`src/rtl/nand_strobe_pkg.sv`:
```
package nand_strobe_pkg;

    // Request kinds seen on req_kind
    typedef enum logic [1:0] {
        KIND_CMD   = 2'd0,
        KIND_ADDR  = 2'd1,
        KIND_WRITE = 2'd2,
        KIND_READ  = 2'd3
    } xfer_kind_e;

    // Configuration register select
    typedef enum logic [1:0] {
        SEL_LOCK   = 2'd0,
        SEL_TIMING = 2'd1,
        SEL_IFACE  = 2'd2,
        SEL_CEMODE = 2'd3
    } cfg_sel_e;

    // Packed timing word; member order fixes the bit positions (LSB last)
    typedef struct packed {
        logic [1:0] ce_setup;   // 25:24
        logic [4:0] busy_dly;   // 23:19
        logic [2:0] turn;       // 18:16
        logic [3:0] rd_high;    // 15:12
        logic [3:0] rd_low;     // 11:8
        logic [3:0] wr_high;    // 7:4
        logic [3:0] wr_low;     // 3:0
    } timing_t;

    localparam int unsigned TIM_W = $bits(timing_t);
    localparam int unsigned CNT_W = 5;   // wide enough for the widest field

    typedef enum logic [2:0] {
        ST_IDLE,
        ST_SETUP,
        ST_LOW,
        ST_HIGH,
        ST_TURN,
        ST_BUSY_DLY,
        ST_BUSY_WAIT,
        ST_DONE
    } phase_e;

endpackage

```
`src/rtl/nand_cfg_regs.sv`:
```
module nand_cfg_regs
    import nand_strobe_pkg::*;
#(
    parameter int unsigned CFG_W        = 32,
    parameter logic [31:0] UNLOCK_KEY   = 32'h0000_A25E,
    parameter logic [31:0] RESET_TIMING = 32'h03FF_FFFF
) (
    input  logic             clk,
    input  logic             rst_n,
    input  logic             cfg_wr,
    input  logic [1:0]       cfg_sel,
    input  logic [CFG_W-1:0] cfg_wdata,
    output timing_t          timing_o,
    output logic             large_blk_o,
    output logic             addr4_o,
    output logic             ce_normal_o
);

    typedef struct packed {
        logic    unlocked;
        timing_t timing;
        logic    large_blk;
        logic    addr4;
        logic    ce_normal;
    } cfg_state_t;

    cfg_state_t cfg_d, cfg_q;

    always_comb begin
        cfg_d = cfg_q;
        if (cfg_wr) begin
            if (cfg_sel == SEL_LOCK) begin
                cfg_d.unlocked = (cfg_wdata == CFG_W'(UNLOCK_KEY));
            end else begin
                if (cfg_q.unlocked) begin
                    unique case (cfg_sel)
                        SEL_TIMING: cfg_d.timing = timing_t'(cfg_wdata[TIM_W-1:0]);
                        SEL_IFACE: begin
                            cfg_d.large_blk = cfg_wdata[2];
                            cfg_d.addr4     = cfg_wdata[1];
                        end
                        default:    cfg_d.ce_normal = cfg_wdata[0];
                    endcase
                end
                cfg_d.unlocked = 1'b0;
            end
        end
    end

    always_ff @(posedge clk or negedge rst_n) begin
        if (!rst_n) begin
            cfg_q.unlocked  <= 1'b0;
            cfg_q.timing    <= timing_t'(RESET_TIMING[TIM_W-1:0]);
            cfg_q.large_blk <= 1'b0;
            cfg_q.addr4     <= 1'b0;
            cfg_q.ce_normal <= 1'b1;
        end else begin
            cfg_q <= cfg_d;
        end
    end

    assign timing_o    = cfg_q.timing;
    assign large_blk_o = cfg_q.large_blk;
    assign addr4_o     = cfg_q.addr4;
    assign ce_normal_o = cfg_q.ce_normal;

    AST_LOCK_REARM: assert property (@(posedge clk) disable iff (!rst_n)
        (cfg_wr && cfg_sel != SEL_LOCK) |=> !cfg_q.unlocked);
    AST_LOCKED_TIMING_HOLD: assert property (@(posedge clk) disable iff (!rst_n)
        (cfg_wr && cfg_sel == SEL_TIMING && !cfg_q.unlocked) |=> $stable(cfg_q.timing));

endmodule

```
`src/rtl/nand_phase_cnt.sv`:
```
module nand_phase_cnt
    import nand_strobe_pkg::*;
(
    input  logic             clk,
    input  logic             rst_n,
    input  logic             load,
    input  logic [CNT_W-1:0] load_val,
    output logic             zero
);

    logic [CNT_W-1:0] cnt_d, cnt_q;

    always_comb begin
        if (load)               cnt_d = load_val;
        else if (cnt_q != '0)   cnt_d = cnt_q - 1'b1;
        else                    cnt_d = cnt_q;
    end

    always_ff @(posedge clk or negedge rst_n) begin
        if (!rst_n) cnt_q <= '0;
        else        cnt_q <= cnt_d;
    end

    assign zero = (cnt_q == '0);

endmodule

```
`src/rtl/nand_cycle_fsm.sv`:
```
module nand_cycle_fsm
    import nand_strobe_pkg::*;
#(
    parameter int unsigned DATA_W = 8
) (
    input  logic              clk,
    input  logic              rst_n,
    input  timing_t           timing,
    input  logic              ce_normal,
    input  logic              req_valid,
    input  logic [1:0]        req_kind,
    input  logic              req_busy,
    input  logic [DATA_W-1:0] req_wdata,
    output logic              req_ack,
    output logic [DATA_W-1:0] rsp_rdata,
    output logic              stat_nand_rdy,
    output logic              stat_ctrl_rdy,
    output logic              nand_ce_n,
    output logic              nand_cle,
    output logic              nand_ale,
    output logic              nand_we_n,
    output logic              nand_re_n,
    output logic [DATA_W-1:0] nand_dq_o,
    output logic              nand_dq_oe,
    input  logic [DATA_W-1:0] nand_dq_i,
    input  logic              nand_rb_n
);

    typedef struct packed {
        phase_e            phase;
        xfer_kind_e        kind;
        logic              busy;
        logic [DATA_W-1:0] wdata;
        logic [DATA_W-1:0] rdata;
        logic              rb;
    } fsm_state_t;

    fsm_state_t       st_d, st_q;
    logic             cnt_load;
    logic [CNT_W-1:0] cnt_val;
    logic             cnt_zero;
    logic             is_read;
    logic             bus_phase;

    nand_phase_cnt u_cnt (
        .clk      (clk),
        .rst_n    (rst_n),
        .load     (cnt_load),
        .load_val (cnt_val),
        .zero     (cnt_zero)
    );

    assign is_read = (st_q.kind == KIND_READ);

    always_comb begin
        st_d     = st_q;
        cnt_load = 1'b0;
        cnt_val  = '0;
        st_d.rb  = nand_rb_n;
        unique case (st_q.phase)
            ST_IDLE: begin
                if (req_valid) begin
                    st_d.phase = ST_SETUP;
                    st_d.kind  = xfer_kind_e'(req_kind);
                    st_d.busy  = req_busy;
                    st_d.wdata = req_wdata;
                    cnt_load   = 1'b1;
                    cnt_val    = CNT_W'(timing.ce_setup);
                end
            end
            ST_SETUP: begin
                if (cnt_zero) begin
                    st_d.phase = ST_LOW;
                    cnt_load   = 1'b1;
                    cnt_val    = is_read ? CNT_W'(timing.rd_low) : CNT_W'(timing.wr_low);
                end
            end
            ST_LOW: begin
                if (cnt_zero) begin
                    if (is_read) st_d.rdata = nand_dq_i;
                    st_d.phase = ST_HIGH;
                    cnt_load   = 1'b1;
                    cnt_val    = is_read ? CNT_W'(timing.rd_high) : CNT_W'(timing.wr_high);
                end
            end
            ST_HIGH: begin
                if (cnt_zero) begin
                    cnt_load = 1'b1;
                    if (is_read) begin
                        st_d.phase = ST_TURN;
                        cnt_val    = CNT_W'(timing.turn);
                    end else if (st_q.busy) begin
                        st_d.phase = ST_BUSY_DLY;
                        cnt_val    = CNT_W'(timing.busy_dly);
                    end else begin
                        st_d.phase = ST_DONE;
                    end
                end
            end
            ST_TURN: begin
                if (cnt_zero) st_d.phase = ST_DONE;
            end
            ST_BUSY_DLY: begin
                if (cnt_zero) st_d.phase = ST_BUSY_WAIT;
            end
            ST_BUSY_WAIT: begin
                if (st_q.rb) st_d.phase = ST_DONE;
            end
            default: begin  // ST_DONE
                st_d.phase = ST_IDLE;
            end
        endcase
    end

    always_ff @(posedge clk or negedge rst_n) begin
        if (!rst_n) begin
            st_q.phase <= ST_IDLE;
            st_q.kind  <= KIND_CMD;
            st_q.busy  <= 1'b0;
            st_q.wdata <= '0;
            st_q.rdata <= '0;
            st_q.rb    <= 1'b0;
        end else begin
            st_q <= st_d;
        end
    end

    // Pin decode from registered phase
    assign bus_phase     = (st_q.phase == ST_SETUP) || (st_q.phase == ST_LOW) ||
                           (st_q.phase == ST_HIGH);
    assign nand_ce_n     = ce_normal ? ((st_q.phase == ST_IDLE) || (st_q.phase == ST_DONE)) : 1'b0;
    assign nand_cle      = bus_phase && (st_q.kind == KIND_CMD);
    assign nand_ale      = bus_phase && (st_q.kind == KIND_ADDR);
    assign nand_we_n     = !((st_q.phase == ST_LOW) && !is_read);
    assign nand_re_n     = !((st_q.phase == ST_LOW) && is_read);
    assign nand_dq_oe    = bus_phase && !is_read;
    assign nand_dq_o     = st_q.wdata;
    assign rsp_rdata     = st_q.rdata;
    assign req_ack       = (st_q.phase == ST_DONE);
    assign stat_ctrl_rdy = (st_q.phase == ST_IDLE);
    assign stat_nand_rdy = st_q.rb;

    AST_ACK_SINGLE: assert property (@(posedge clk) disable iff (!rst_n)
        req_ack |=> !req_ack);
    AST_IDLE_AFTER_ACK: assert property (@(posedge clk) disable iff (!rst_n)
        req_ack |=> stat_ctrl_rdy);
    AST_NO_ACK_WHILE_BUSY: assert property (@(posedge clk) disable iff (!rst_n)
        (st_q.phase == ST_BUSY_WAIT && !stat_nand_rdy) |=> !req_ack);
    AST_STROBE_EXCL: assert property (@(posedge clk) disable iff (!rst_n)
        !(!nand_we_n && !nand_re_n));
    AST_CE_WITH_STROBE: assert property (@(posedge clk) disable iff (!rst_n)
        (!nand_we_n || !nand_re_n) |-> !nand_ce_n);
    AST_WE_DRIVES_BUS: assert property (@(posedge clk) disable iff (!rst_n)
        !nand_we_n |-> nand_dq_oe);
    AST_READ_NO_DRIVE: assert property (@(posedge clk) disable iff (!rst_n)
        !nand_re_n |-> !nand_dq_oe);

endmodule

```
`src/rtl/nand_strobe_gen.sv`:
```
module nand_strobe_gen
    import nand_strobe_pkg::*;
#(
    parameter int unsigned DATA_W       = 8,
    parameter int unsigned CFG_W        = 32,
    parameter logic [31:0] UNLOCK_KEY   = 32'h0000_A25E,
    parameter logic [31:0] RESET_TIMING = 32'h03FF_FFFF
) (
    input  logic              clk,
    input  logic              rst_n,
    input  logic              cfg_wr,
    input  logic [1:0]        cfg_sel,
    input  logic [CFG_W-1:0]  cfg_wdata,
    input  logic              req_valid,
    input  logic [1:0]        req_kind,
    input  logic              req_busy,
    input  logic [DATA_W-1:0] req_wdata,
    output logic              req_ack,
    output logic [DATA_W-1:0] rsp_rdata,
    output logic              stat_nand_rdy,
    output logic              stat_ctrl_rdy,
    output logic              iface_large_blk,
    output logic              iface_addr4,
    output logic              nand_ce_n,
    output logic              nand_cle,
    output logic              nand_ale,
    output logic              nand_we_n,
    output logic              nand_re_n,
    output logic [DATA_W-1:0] nand_dq_o,
    output logic              nand_dq_oe,
    input  logic [DATA_W-1:0] nand_dq_i,
    input  logic              nand_rb_n
);

    timing_t timing;
    logic    ce_normal;

    nand_cfg_regs #(
        .CFG_W        (CFG_W),
        .UNLOCK_KEY   (UNLOCK_KEY),
        .RESET_TIMING (RESET_TIMING)
    ) u_cfg (
        .clk         (clk),
        .rst_n       (rst_n),
        .cfg_wr      (cfg_wr),
        .cfg_sel     (cfg_sel),
        .cfg_wdata   (cfg_wdata),
        .timing_o    (timing),
        .large_blk_o (iface_large_blk),
        .addr4_o     (iface_addr4),
        .ce_normal_o (ce_normal)
    );

    nand_cycle_fsm #(
        .DATA_W (DATA_W)
    ) u_fsm (
        .clk           (clk),
        .rst_n         (rst_n),
        .timing        (timing),
        .ce_normal     (ce_normal),
        .req_valid     (req_valid),
        .req_kind      (req_kind),
        .req_busy      (req_busy),
        .req_wdata     (req_wdata),
        .req_ack       (req_ack),
        .rsp_rdata     (rsp_rdata),
        .stat_nand_rdy (stat_nand_rdy),
        .stat_ctrl_rdy (stat_ctrl_rdy),
        .nand_ce_n     (nand_ce_n),
        .nand_cle      (nand_cle),
        .nand_ale      (nand_ale),
        .nand_we_n     (nand_we_n),
        .nand_re_n     (nand_re_n),
        .nand_dq_o     (nand_dq_o),
        .nand_dq_oe    (nand_dq_oe),
        .nand_dq_i     (nand_dq_i),
        .nand_rb_n     (nand_rb_n)
    );

endmodule

```
`config.mk`:
```
export PLATFORM = sky130hd
export DESIGN_NAME = nand_strobe_gen
export DESIGN_NICKNAME = d
export VERILOG_FILES = /design/src/rtl/nand_strobe_pkg.sv /design/src/rtl/nand_cfg_regs.sv /design/src/rtl/nand_phase_cnt.sv /design/src/rtl/nand_cycle_fsm.sv /design/src/rtl/nand_strobe_gen.sv
export SDC_FILE = /design/constraint.sdc
export NUM_CORES = 1
export LEC_CHECK = 0
export CAP_MARGIN = 20
export CORE_ASPECT_RATIO = 2
export CORE_MARGIN = 2
export CORE_UTILIZATION = 28
export CTS_CLUSTER_DIAMETER = 30
export DETAILED_ROUTE_END_ITERATION = 10
export PLACE_DENSITY_LB_ADDON = 0.15
export REMOVE_ABC_BUFFERS = 1
export SKIP_LAST_GASP = 1
export SLEW_MARGIN = 5
export SYNTH_ARGS = -nofsm -noshare
export SYNTH_HDL_FRONTEND = slang
export SYNTH_SLANG_ARGS = --single-unit
```
`constraint.sdc`:
```
create_clock -name clk -period 2.3 [get_ports clk]
set_input_delay 0.69 -clock clk [delete_from_list [all_inputs] [get_ports clk]]
set_output_delay 0.69 -clock clk [all_outputs]
set_load 0.01 [all_outputs]
```
# Yosys cells after proc, flatten, opt, wreduce, memory -nomap -nowiden
# Cells that the tools add are included.
# Widths: inputs -> output; s select.
classes:
  add_sub_neg: 1
  n_eq_ne: 19
  muxes: 26
  n_bitwise: 2
  n_reduce_logical: 25
op_table:
  columns: ["operator", "n"]
  rows:
  - ["$mux 5", 7]
  - ["$eq 32x16->1 const B", 1]
  - ["$mux 3", 7]
  - ["$pmux 3 s7", 1]
  - ["$pmux 5 s4", 1]
  - ["$mux 14", 1]
  - ["$eq 3x3->1 const B", 4]
  - ["$ne 2x1->1 const B", 6]
  - ["$reduce_and 4->1", 3]
  - ["$mux 4", 2]
  - ["$reduce_and 7->1", 1]
  - ["$eq 3x2->1 const B", 2]
  - ["$logic_and 1x1->1", 5]
  - ["$logic_not 5->1", 1]
  - ["$reduce_bool 5->1", 1]
  - ["$sub 5x1->5 const B", 1]
  - ["$eq 2x1->1 const B", 2]
  - ["$eq 2x2->1 const B", 2]
  - ["$logic_not 2->1", 2]
  - ["$mux 1", 4]
  - ["$mux 2", 2]
  - ["$eq 3x1->1 const B", 1]
  - ["$logic_not 1->1", 3]
  - ["$logic_not 3->1", 1]
  - ["other kinds (9)", 12]
totals:
  register_bits: 58
  inputBits: 58
  out_inout_bits: 27
  elab_cells: 91

# Logic depth before layout (Yosys ltp)
# Gate-level depths: netlist of run 1.
depth:
  word_depth: 5
  depth_mapped: 7
  mapped_depth_nobuf: 6

# Cells and area by module
# A second synthesis of run 1 with hierarchy kept.
hier_totals:
  cells_unflattened: 267
  hier_area_um2: 3198.1
modules_own_cells:
  columns: ["module", "instances", "cells_per_inst", "area_each_um2", "seq_area_each_um2"]
  rows:
  - ["nand_cfg_regs", 1, 104, 1539.0, 784.5]
  - ["nand_cycle_fsm", 1, 136, 1380.1, 575.6]
  - ["nand_phase_cnt", 1, 27, 279.0, 125.1]

# Worst setup path after synthesis of run 1
# No wires, ideal clock.
synth_timing:
  kind: "register to output"
  startpoint: "reg u_fsm.st_q[22] (netlist name)"
  endpoint: "out nand_ce_n"
  arrival_time_ns: 1.172
  t_required_ns: 1.610
  slack_ns: 0.438
  stages_incl_launch_ff: 5
  n_path_buf: 1
  cell_sequence: "dfrtp_1 clkbuf_1 inv_1 nor2_1 o21a_1"
synth_between:
  elab_chain_cells: 3
  word_cells_on_any_way: 4
  cone_classes: "1 x eq/ne; 1 x mux; 2 x reduce/logical"
synth_lines:
  columns: ["item", "line_no", "source"]
  rows:
  - ["from (decl)", "nand_cycle_fsm.sv:38", "fsm_state_t st_d, st_q;"]
  - ["from (signal assigned)", "nand_cycle_fsm.sv:124", "st_q <= st_d;"]
  - ["$eq 3x3->1", null, null]
  - ["net req_ack", "nand_strobe_gen.sv:18", "output logic req_ack,"]
  - ["$logic_or 1x1->1", "nand_cycle_fsm.sv:131", "assign nand_ce_n = ce_normal ? ((st_q.phase == ST_IDLE) || (st_q.phase == ST_DONE)) : 1'b0;"]
  - ["$mux 1", "nand_cycle_fsm.sv:131", null]
  - ["to (decl)", "nand_strobe_gen.sv:24", "output logic nand_ce_n,"]
# The timed path passes the listed nets, and every way through them passes these cells.

# Worst setup path in the final report of run 1
layout_timing:
  startpoint: "reg u_fsm.st_q[20] (netlist name)"
  endpoint: "out stat_ctrl_rdy"
layout_between:
  elab_chain_cells: 1
layout_lines:
  columns: ["item", "line_no", "source"]
  rows:
  - ["$logic_not 3->1", "nand_cycle_fsm.sv:140", "assign stat_ctrl_rdy = (st_q.phase == ST_IDLE);"]
  - ["to (decl)", "nand_strobe_gen.sv:21", "output logic stat_ctrl_rdy,"]
# Every way passes these cells.

==> impl_metrics.tcl, run 1 <==
set metrics [dict create \
    cp-end-kind "output port" \
    cp_max_fo 5 \
    clk_latency_ns 0.33 \
    worstReg2RegEnd "u_fsm.st_q[20]$_DFFE_PN0P_" \
    ys_types 44 \
    internal-power_mw 2.981 \
    n_antenna_cell 0 \
    cp.depth 4 \
    layout_min_cycle_time_ns 2.221 \
    finalHoldViolations 0 \
    async_flop_share_pct 100.0 \
    max_stage_delay_ns 0.44 \
    finalPower_mw 4.355 \
    drcViolationCount 0 \
    core-area_sq_um 10080 \
    clk_pin_slew_ns 0.05 \
    slew_viol_final 0 \
    setup_viol 0 \
    clock_power_share_pct 33.0 \
    grt_pass1_vias 2492 \
    fin_nets 410 \
    die_y_um 148.0 \
    grt_use_total_pct 15.19 \
    p_leak_nw 1.801 \
    worst_pin_slew_ns 0.4948 \
    dr.first_iter.drc_count 77 \
    final_common_cell "clkdlybuf4s50_1" \
    power_switching_mw 1.374 \
    synth_flop_cell "dfrtp_1" \
    cts.path.max_buffers 2 \
    crit_required_ns 1.61 \
    drt-total-wl_um 7971 \
    critical_path.cell_chain "buf_4, nor3_2, buf_4, dlygate4sd2_1" \
    synthCells 264 \
    status "finished, final reports clean" \
    hold_buffers 0 \
    worstRegToRegCells 5 \
    start_util_pct 28.78 \
    htreeDepth 3 \
    final_cells 491 \
    wire_per_inst_um 16.23 \
    start_kind "flop" \
    max_freq_mhz 450.2 \
    root_buffer "clkbuf_16" \
    period_share_pct 96.58 \
    dieArea_sq_um 11250 \
    dp.cells 474 \
    syn_avg_cell_area_sq_um 11.00 \
    ant_nets 0 \
    routabilityCongestion 0.7925 \
    pwr_density_cell_nw_per_um2 1023 \
    clock-sinks 58 \
    p_seq_share_pct 32.7 \
    critPathMostFrequentCell "buf_4" \
    firstDrtPassIters 6 \
    worstSetupPathType "flop to output port" \
    vias_per_cell 4.699 \
    grt_start_max_net_pins 59 \
    r2r_setup_slack_ns 0.31 \
    ys_ff_latch 58 \
    grt_pass1_wl_um 12820 \
    rows 52 \
    dr_total_vias 2307 \
    r2r-start "u_fsm.u_cnt.cnt_q[0]$_DFFE_PN0P_" \
    yosysWarnings 0 \
    layout_common_cells "clkdlybuf4s50_1, nand2_1, mux2_2" \
    yosysSeqAreaShare_pct 51.16 \
    die_w_um 76.00 \
    worstSetupStartpoint "u_fsm.st_q[20]$_DFFE_PN0P_" \
    pwr-share-comb_pct 34.3 \
    cts_tree "yes" \
    irDropWorstVdd_v 0.0004556 \
    synth-edff-count 0 \
    slew_headroom_pct 66.94 \
    arrival_ns 1.53 \
    clock_skew_ns 0.005436 \
    synth_area_sq_um 2903 \
    cp_top_family "buffers and inverters" \
    ioPinCount 85 \
    antenna_found_initial 0 \
    io_buffer_count 84 \
    drive_gt1_share_pct 32.30 \
    hpwl_um 6219 \
    rsz0062_at_grt "true" \
    gr-total-overflow 0 \
    cp_num_buf_inv 3 \
    cts_inserted_buffers 9 \
    hold_class "input pin to async pin" \
    switching_share_pct 31.55 \
    synthToLayoutAreaGrowth_pct 46.68 \
    crit_slowest_cell "dfrtp_2" \
    drv_cap 0 \
]
==> metrics by stage <==
step	utilization [%]	hold WS (ns)	setup TNS, ns	setup slack (ns)	instance area [sq um]
global route	42.22	0.3758	-0.01903	-0.01224	4258
global placement	38.66	0.4580	0	0.002950	3899
detailed placement	38.66	0.4626	-0.07738	-0.05070	3899
floorplan	-	0.3944	0	0.1576	2726
CTS	41.90	0.3683	-0.1845	-0.1845	4225
finish	42.22	0.3532	0	0.07858	4258
==> final cells by class <==
cell class	count	area, sq um
clock buffer	11	242.7
clock inverter	5	77.57
fill	1006	5827
inverter	7	26.28
multi-input combinational	171	1246
sequential	58	1489
tap	135	168.9
timing repair buffer	104	1007
==> flip-flops by register name (all words and copies together), names as in the netlist <==
name,count
u_cfg.addr4_o,1
u_cfg.ce_normal_o,1
u_cfg.cfg_q,1
u_cfg.large_blk_o,1
u_cfg.timing_o,26
u_fsm.nand_dq_o,8
u_fsm.rsp_rdata,8
u_fsm.st_q,6
u_fsm.stat_nand_rdy,1
u_fsm.u_cnt.cnt_q,5
==> cell usage after synthesis, drive strengths merged, types with 2 or more instances <==
library cell	instances	area, sq um
nor3b	2	15.01
buf	21	150.1
nor2	5	18.77
nand4	4	25.02
o22ai	2	12.51
clkbuf	7	26.28
dfstp	27	709.4
o32ai	2	17.52
mux2	42	473.0
mux2i	3	30.03
o21ai	7	35.03
nor3	5	25.02
and2	2	12.51
inv	7	26.28
nand4b	2	17.52
dfrtp	31	775.7
nor4bb	2	20.02
nor4b	2	23.77
a21oi	6	30.03
or4b	2	20.02
nor4	6	37.54
nand3	8	45.04
nand2	46	172.7
and3	4	25.02
a31oi	3	18.77
==> how the worst max path moves through the flow <==
stage,end,slack (ns)
after floorplan,u_cfg.timing_o[0]$_DFFE_PN1P_,0.16
after global placement,u_fsm.u_cnt.cnt_q[1]$_DFFE_PN0P_,0.003
after detailed placement,u_fsm.u_cnt.cnt_q[1]$_DFFE_PN0P_,-0.05
after CTS,nand_cle,-0.18
after global routing,nand_re_n,-0.01
final,stat_ctrl_rdy,0.08
==> cell families (layout without fill, tap and decap cells) <==
family,after synthesis,after routing,share of synthesized area (%)
buf+inv,35,127,6.983
fa+ha+maj,1,1,0.4310
mux,45,45,17.33
xor+xnor,1,1,0.3018
flops,58,58,51.16
simple gates,94,94,16.85
compound gates,30,30,6.940
==> power by group through the flow <==
| stage | clock, mW | combinational, mW | sequential, mW |
|---|---|---|---|
| after floorplan | 0 | 0.627 | 1.44 |
| after global placement | 0 | 1.48 | 1.41 |
| after detailed placement | 0 | 1.50 | 1.42 |
| after CTS | 1.48 | 1.48 | 1.41 |
| after global routing | 1.51 | 1.66 | 1.46 |
| final | 1.44 | 1.49 | 1.42 |
==> per-layer routing <==
metal | vias to the layer above | track usage (%) | share of wire, %
li1 | 1104 | - | -
met1 | 1121 | 14.11 | 34
met2 | 66 | 30.04 | 59
met3 | 16 | 3.785 | 3.9
met4 | 0 | 7.455 | 3.1
met5 | - | 0 | 0
==> what timing repair did <==
| item | CTS | global route |
|---|---|---|
| resized for setup | 11 | 8 |
| setup endpoints to repair | 8 | 5 |
| pin swaps | 0 | 0 |
| setup buffers | 0 | 1 |
(Power assumes the default switching activity.)
==> run 2: changes to the inputs <==
- CORE_ASPECT_RATIO: 2 -> 0.7
==> run 2 against run 1 <==
Combinational power is 4% higher; clock power is 7% lower; worst hold slack worse by 0.077 ns; critical path depth is 1 higher; via count is 1.4% higher; largest power group unchanged; highest routed layer unchanged.
==> impl_metrics.tcl, run 2 (synthesized netlist as in run 1, its figures left out) <==
set metrics [dict create \
    crit_required_ns 1.61 \
    critPathMostFrequentCell "buf_4" \
    die_y_um 89.19 \
    htreeDepth 3 \
    cp_max_fo 6 \
    antenna_found_initial 0 \
    clock-sinks 58 \
    root_buffer "clkbuf_16" \
    met2_usage_pct 21.13 \
    final_cells 495 \
    worstSetupStartpoint "u_fsm.st_q[21]$_DFFE_PN0P_" \
    worst_pin_slew_ns 0.3684 \
    r2r-start "u_fsm.u_cnt.cnt_q[0]$_DFFE_PN0P_" \
    cts.path.max_buffers 2 \
    grt_use_total_pct 15.20 \
    p_leak_nw 1.830 \
    routabilityCongestion 0.8600 \
    io_buffer_count 84 \
    finalPower_mw 4.303 \
    max_freq_mhz 447.8 \
    cts_tree "yes" \
    crit_path_end "nand_ce_n" \
    dpl-instance-area_sq_um 3925 \
    design_area_sq_um 4275 \
    ant_nets 0 \
    firstDrtPassIters 4 \
    max_stage_delay_ns 0.40 \
    dr_total_vias 2339 \
    period_share_pct 97.10 \
    final_util_pct 41.91 \
    finalHoldViolations 0 \
    rows 31 \
    hold_buffers 0 \
    gr-usage-met1_pct 21.97 \
    fin_nets 417 \
    slew_headroom_pct 75.44 \
    cp_top_family "buffers and inverters" \
    irDropWorstVdd_v 0.0003942 \
    top_usage_layer "met1" \
    grt_pass1_vias 2405 \
    rsz0062_at_grt "true" \
    synthToLayoutAreaGrowth_pct 47.28 \
    status "finished, final reports clean" \
    clk_latency_ns 0.32 \
    grt_pass1_wl_um 12820 \
    n_antenna_cell 0 \
    wire_per_inst_um 16.01 \
    vias_per_cell 4.725 \
    hpwl_um 5884 \
    drv_cap 0 \
    dp.cells 475 \
    holdWs_ns 0.2762 \
    core-area_sq_um 10200 \
    hold_class "input pin to async pin" \
    clk_pin_slew_ns 0.05 \
    finalSetupTns_ns 0 \
    cp-end-kind "output port" \
    clock_skew_ns 0.005012 \
    dpl_worst_slack_ns 0.01019 \
    worstSetupPathType "flop to output port" \
    worstReg2RegEnd "u_fsm.st_q[20]$_DFFE_PN0P_" \
    start_kind "flop" \
    cts_inserted_buffers 9 \
    cp.depth 5 \
    crit_slowest_cell "dfrtp_2" \
    largest_register_ffs 26 \
    ioPinCount 85 \
    r2r_setup_slack_ns 0.33 \
    critical_path.cell_chain "buf_4, nor3_2, buf_4, o21a_1, dlygate4sd2_1" \
    worstRegToRegCells 5 \
    arrival_ns 1.54 \
    start_util_pct 28.46 \
    dieArea_sq_um 11210 \
    drcViolationCount 0 \
    slew_viol_final 0 \
    setup_viol 0 \
    die_w_um 125.7 \
    layout_min_cycle_time_ns 2.233 \
    drive_gt1_share_pct 32.78 \
    pwr_density_cell_nw_per_um2 1007 \
    dr.first_iter.drc_count 139 \
    final_common_cell "clkdlybuf4s50_1" \
    gr-total-overflow 0 \
    fin_ws_ns 0.06677 \
    use_met3_pct 5.206 \
    cp_num_buf_inv 3 \
    drt-total-wl_um 7925 \
    layout_common_cells "clkdlybuf4s50_1, nand2_1, mux2_2" \
    grt_start_max_net_pins 32 \
]
run 2: changes by cell type in the layout (fill, tap and decap cells not counted), moves of 2 or more:
cell and change:
nor3_1 +2, buf_4 +7, nor3_2 -2, clkbuf_1 +2, clkdlybuf4s15_1 -2
run 2: how the worst min path moves through the flow:
stage,start,endpoint,slack (ns)
final,rst_n,u_cfg.addr4_o$_DFFE_PN0P_,0.28
after CTS,rst_n,u_cfg.addr4_o$_DFFE_PN0P_,0.27
after floorplan,rst_n,u_cfg.addr4_o$_DFFE_PN0P_,0.39
after global routing,rst_n,u_cfg.addr4_o$_DFFE_PN0P_,0.28
after global placement,u_fsm.nand_dq_o[5]$_DFFE_PN0P_,u_fsm.nand_dq_o[5]$_DFFE_PN0P_,0.46
after detailed placement,u_fsm.nand_dq_o[2]$_DFFE_PN0P_,u_fsm.nand_dq_o[2]$_DFFE_PN0P_,0.47
run 2: per-layer routing:
metal	vias to the layer above	routed length, um
met1	1130	4168
met2	85	3083
met3	7	598
li1	1117	-
met4	0	75
met5	-	0
run 2: repair_timing:
item / 4_1_cts / 5_1_grt
gates cloned: 0 / 0
buffers inserted: 4 / 0
gates resized for setup: 13 / 3
endpoints found under the setup margin: 8 / 6
pin swaps: 1 / 0
run 2: area by class of cell:
type,instances,area [sq um]
multi-input cells,171,1234
well taps,132,165.2
clock inverters,2,35.03
flip-flops and latches,58,1490
repair buffers,111,1061
fillers,985,5926
inverters,7,26.28
clock buffers,14,264.0
run 2: report_power, final:
part / internal, mW / switching, mW
logic: 0.810 / 0.736
registers: 1.23 / 0.186
clock network: 0.896 / 0.443
total: 2.94 / 1.37
